[config.mk]
export PLATFORM = sky130hd
export DESIGN_NAME = pin_event_counter
export DESIGN_NICKNAME = d
export VERILOG_FILES = /design/src/rtl/evcnt_pkg.sv /design/src/rtl/evcnt_ctrl.sv /design/src/rtl/evcnt_dp.sv /design/src/rtl/pin_event_counter.sv
export SDC_FILE = /design/constraint.sdc
export NUM_CORES = 1
export LEC_CHECK = 0
export ABC_AREA = 1
export ABC_CLOCK_PERIOD_IN_PS = 1650
export BUFFER_PORTS_ARGS = -buffer_cell sky130_fd_sc_hd__buf_2
export CAP_MARGIN = 0
export CORE_ASPECT_RATIO = 0.7
export CORE_UTILIZATION = 48
export CTS_CLUSTER_SIZE = 12
export DETAILED_ROUTE_END_ITERATION = 7
export PLACE_DENSITY_LB_ADDON = 0.05
export SLEW_MARGIN = 20
export SYNTH_ARGS = -nofsm -noshare
export SYNTH_HDL_FRONTEND = slang
export SYNTH_HIERARCHICAL = 1
export SYNTH_SLANG_ARGS = --single-unit
[constraint.sdc]
create_clock -name clk -period 1.65 [get_ports clk]
set_input_delay 0.33 -clock clk [delete_from_list [all_inputs] [get_ports clk]]
set_output_delay 0.33 -clock clk [all_outputs]
set_load 0.05 [all_outputs]
[src/rtl/evcnt_pkg.sv]
package evcnt_pkg;
  // control-to-datapath strobes
  typedef struct packed {
    logic load;  // copy reload value into counter this cycle
    logic dec;   // one qualified pin edge to count this cycle
  } strobe_t;
endpackage

[src/rtl/evcnt_ctrl.sv]
module evcnt_ctrl #(
  parameter int W       = 8,
  parameter int SRC_W   = 3,
  parameter int SRC_PIN = 3,
  parameter int SYNC_N  = 2
) (
  input  logic                 clk,
  input  logic                 rstN,
  input  logic                 pinIn,
  input  logic                 wrEn,
  input  logic                 wrAddr,
  input  logic [W-1:0]         wrData,
  output logic [W-1:0]         baseVal,
  output evcnt_pkg::strobe_t   strb
);
  localparam int LOAD_BIT = SRC_W;
  localparam int CEN_BIT  = SRC_W + 1;

  logic [SRC_W-1:0]  srcSel;
  logic              loadEn;
  logic              cntEn;
  logic [SYNC_N-1:0] syncQ;
  logic              prevQ;
  logic              riseEdge;
  logic              srcIsPin;

  // register file
  always_ff @(posedge clk) begin
    if (!rstN) begin
      baseVal <= '0;
      srcSel  <= '0;
      loadEn  <= 1'b0;
      cntEn   <= 1'b0;
    end else if (wrEn) begin
      if (wrAddr == 1'b0) begin
        baseVal <= wrData;
      end else begin
        srcSel <= wrData[SRC_W-1:0];
        loadEn <= wrData[LOAD_BIT];
        cntEn  <= wrData[CEN_BIT];
      end
    end
  end

  // synchronizer chain and edge history
  generate
    if (SYNC_N == 1) begin : g_sync1
      always_ff @(posedge clk) begin
        if (!rstN) syncQ <= '0;
        else       syncQ <= pinIn;
      end
    end else begin : g_syncN
      always_ff @(posedge clk) begin
        if (!rstN) syncQ <= '0;
        else       syncQ <= {syncQ[SYNC_N-2:0], pinIn};
      end
    end
  endgenerate

  always_ff @(posedge clk) begin
    if (!rstN) prevQ <= 1'b0;
    else       prevQ <= syncQ[SYNC_N-1];
  end

  always_comb begin
    riseEdge  = syncQ[SYNC_N-1] & ~prevQ;
    srcIsPin  = (srcSel == SRC_W'(SRC_PIN));
    strb.load = loadEn;
    strb.dec  = riseEdge & cntEn & srcIsPin & ~loadEn;
  end

  // load holds off any counting
  p_load_blocks_count_r3: assert property (@(posedge clk) disable iff (!rstN)
    strb.load |-> !strb.dec);

  // a qualified edge never lasts two cycles
  p_edge_single_r10: assert property (@(posedge clk) disable iff (!rstN)
    strb.dec |=> !strb.dec);

  // reload value write lands next cycle
  p_base_write_r2: assert property (@(posedge clk) disable iff (!rstN)
    (wrEn && wrAddr == 1'b0) |=> baseVal == $past(wrData));

  // non-pin source never produces a count strobe
  p_src_gate_r8: assert property (@(posedge clk) disable iff (!rstN)
    !srcIsPin |-> !strb.dec);
endmodule

[src/rtl/evcnt_dp.sv]
module evcnt_dp #(
  parameter int W = 8
) (
  input  logic               clk,
  input  logic               rstN,
  input  evcnt_pkg::strobe_t strb,
  input  logic [W-1:0]       baseVal,
  output logic [W-1:0]       count,
  output logic               irq
);
  logic atZero;
  logic underflow;

  always_comb begin
    atZero    = (count == '0);
    underflow = strb.dec & atZero;
  end

  always_ff @(posedge clk) begin
    if (!rstN) begin
      count <= '0;
      irq   <= 1'b0;
    end else begin
      irq <= underflow;
      if (strb.load || underflow) count <= baseVal;
      else if (strb.dec)          count <= count - 1'b1;
    end
  end

  // load copies reload value
  p_load_copies_r3: assert property (@(posedge clk) disable iff (!rstN)
    strb.load |=> count == $past(baseVal));

  // plain decrement
  p_dec_step_r4: assert property (@(posedge clk) disable iff (!rstN)
    (strb.dec && !atZero) |=> count == $past(count) - 1'b1);

  // interrupt only after a zero-count edge, with reload
  p_irq_reload_r5: assert property (@(posedge clk) disable iff (!rstN)
    (strb.dec && atZero) |=> (irq && count == $past(baseVal)));

  // no strobe means count holds
  p_hold_r7: assert property (@(posedge clk) disable iff (!rstN)
    (!strb.dec && !strb.load) |=> $stable(count));

  // single-cycle interrupt
  p_irq_pulse_r9: assert property (@(posedge clk) disable iff (!rstN)
    irq |=> !irq);
endmodule

[src/rtl/pin_event_counter.sv]
module pin_event_counter #(
  parameter int W       = 8,
  parameter int SRC_W   = 3,
  parameter int SRC_PIN = 3,
  parameter int SYNC_N  = 2
) (
  input  logic         clk,
  input  logic         rstN,
  input  logic         pinIn,
  input  logic         wrEn,
  input  logic         wrAddr,
  input  logic [W-1:0] wrData,
  output logic [W-1:0] rdCount,
  output logic         irqPulse
);
  evcnt_pkg::strobe_t strb;
  logic [W-1:0]       baseVal;

  evcnt_ctrl #(.W(W), .SRC_W(SRC_W), .SRC_PIN(SRC_PIN), .SYNC_N(SYNC_N)) u_ctrl (
    .clk(clk), .rstN(rstN), .pinIn(pinIn), .wrEn(wrEn), .wrAddr(wrAddr),
    .wrData(wrData), .baseVal(baseVal), .strb(strb)
  );

  evcnt_dp #(.W(W)) u_dp (
    .clk(clk), .rstN(rstN), .strb(strb), .baseVal(baseVal),
    .count(rdCount), .irq(irqPulse)
  );

  // quiet out of reset
  p_reset_quiet_r1: assert property (@(posedge clk)
    !rstN |=> (rdCount == '0 && !irqPulse));
endmodule

==> metrics <==
WP data arrival=1620 ps; register area share after synthesis=39.3%; GP Congestion=slightly below 0.9; multi-input combinational cell area=614 sq um; Detail Route Antenna Nets=0; Placed Area=about 1400 sq um; Core Util, Final=57.8%; startpoint types=flop; critical path endpoint category=flop; Starting Density=51.1%; Reg area=between 500 and 600 sq um; global-route wire length before repair=around 4400 microns; H-tree Lvls=1; Slew HR=roughly three quarters; Top Ports=22; Die Area=2870 sq um; Yosys cell types=18; Synth Area per Inst=6.50 sq um; Data required, critical path=1820 ps; Die X=63.6 microns; status=finished clean; Worst-Margin Slew=393 ps; Worst R2R Path Depth=10; vias in the first global route=1047; cell area power density=858 nW/um^2; worst skew pair latency=270 ps; Pleak=0.000802 uW; global router's overall resource usage=20.5%; Final Cycle Share=87.8%; Crit Path Category=flop to flop; max-cap viol count=0; clock sink count=25; Final min period=roughly 1400 ps; R2R Setup Slk=200 ps; vias per inst=4.72; Root Driver=clkbuf_8; initial antenna violation count=0; Max VDD drop=0.489 mV; Initial DRC Count=40; unrepaired setup endpoints after global routing=false; post-route cell area=1440 sq um; filler cell count=240; row count=15; commonest non-fill, non-tap cell in the layout=nand2_1; Syn Nets=211; maximum clock frequency=around 690 MHz; endpoints failing hold=0; Clk pin slew, worst setup/hold paths=80 ps; Hold/Removal Path Class=primary input to flop; largest net degree at the start of global routing=26; wire per inst=10.3 microns; deepest clock path buffer count=2; Seq cells post-synth=25; layout cells sized above 1=16.1%; Port Buffer Count=21; most frequent cells in the layout=nand2_1, nor2_1, inv_1; die height=between 40 and 50 microns; total CTS buffers=3; Synth Instances=196; CTS tree=built; Hold EP=u_ctrl/syncQ[0]; Vias=1184; drt total wl=2580 microns; reg2reg start=u_dp/count[0]; final setup violation count=0; setup bufs post-CTS=0; Post-DP HPWL=2030 microns; global route overflow=0; Syn. warnings=6; Worst Skew=2.14 ps; fin nets=233; hold path depth=3; CP Max Fanout=5; area growth from synthesis to layout=13.2%; setup TNS=0 ps; Final Max Tran Viols=0; drt drc=0; Hold Startpoint=pinIn; Mapped Area=approximately 1300 sq um; antenna cells=0; Core Area=2500 sq um; R2R Path End=u_dp/count[7]; first drt pass iteration count=4
-- worst max path at each step --
stage	from	endpoint	slack, ps
3_3_place_gp	u_ctrl/loadEn	u_dp/count[5]	230
2_1_floorplan	u_dp/count[1]	u_dp/count[7]	40
4_1_cts	u_ctrl/loadEn	u_dp/count[6]	160
3_5_place_dp	u_ctrl/loadEn	u_dp/count[6]	180
6_report	u_dp/count[0]	u_dp/count[7]	200
5_1_grt	u_ctrl/loadEn	u_dp/count[3]	70
-- sequential cells by signal, summed over array words and instances, names as in the netlist --
name and cells:
u_ctrl/srcSel 3, u_ctrl/loadEn 1, u_ctrl/cntEn 1, u_dp/count 8, u_ctrl/prevQ 1, u_ctrl/syncQ 2, u_ctrl/baseVal 8, u_dp/irq 1
-- critical path, cell delays in order, from the launching register on --
cell and delay [ps]:
dfxtp_2 360, inv_1 100, ha_1 220, nand2_2 70
inv_1 40, nand2_1 40, nor2_1 50, nor2_2 200
nand3_1 110, nor2_1 100, nor2_1 40
-- power breakdown --
part | leakage [uW] | switching, uW | internal, uW
Combinational | 0.000574 | 148 | 73.5
Clock | 0.0000228 | 184 | 173
Sequential | 0.000206 | 23.7 | 637
Total | 0.000802 | 356 | 883
-- repair_timing --
item / CTS / global route
gates resized for setup: 0 / 1
endpoints found under the setup margin: 0 / 1
hold buffers: 0 / 0
-- logic make-up (layout without fill, tap and decap cells) --
logic type	Yosys count	after routing	share of synthesized area [%]
and+or+nand+nor	113	113	38.2
buffers and inverters	39	60	12.8
adders and majority gates	2	2	1.96
AOI/OAI and AO/OA	13	13	5.10
DFF	25	25	39.3
xor gates and xnor gates	4	4	2.75
-- cell usage after synthesis --
| cell type | instances | area, sq um |
|---|---|---|
| nand3_1 | 19 | 95.1 |
| nand2_4 | 1 | 11.3 |
| nand2_2 | 2 | 12.5 |
| nor2_4 | 1 | 11.3 |
| nand4_1 | 3 | 18.8 |
| inv_2 | 1 | 3.75 |
| a21oi_1 | 7 | 35.0 |
| dfxtp_1 | 25 | 500 |
| ha_1 | 2 | 25.0 |
| buf_2 | 1 | 5.00 |
| xor2_1 | 4 | 35.0 |
| nor2_1 | 39 | 146 |
| o21ai_0 | 6 | 30.0 |
| nor2_2 | 3 | 18.8 |
| nand3b_1 | 1 | 7.51 |
| nand2_1 | 44 | 165 |
| inv_1 | 33 | 124 |
| buf_4 | 4 | 30.0 |
-- routing by layer --
layer / part of all wire, % / global-route usage (%) / vias to the layer above / routed length [microns]
li1: - / - / 631 / -
met1: 51 / 26.2 / 523 / 1320
met2: 43 / 34.0 / 25 / 1110
met3: 4.8 / 6.31 / 5 / 123
met4: 0.89 / 5.45 / 0 / 23
met5: 0 / 0 / - / 0
-- through the flow --
stage | hold slack, ps | power, uW | setup slack (ps) | instances
floorplan | 390 | 842 | 39.6 | 196
global placement | 394 | 890 | 235 | 247
detailed placement | 403 | 894 | 175 | 247
CTS | 234 | 1250 | 161 | 251
global route | 257 | 1310 | 70.2 | 251
finish | 241 | 1240 | 202 | 251
-- layout make-up --
type	instances	share of cell area, %
repair buffers	22	7.80
flip-flops and latches	25	34.7
clock buffers	4	3.12
inverters	34	8.84
well taps	34	2.95
multi-input cells	132	42.5
(Power assumes the default switching activity.)
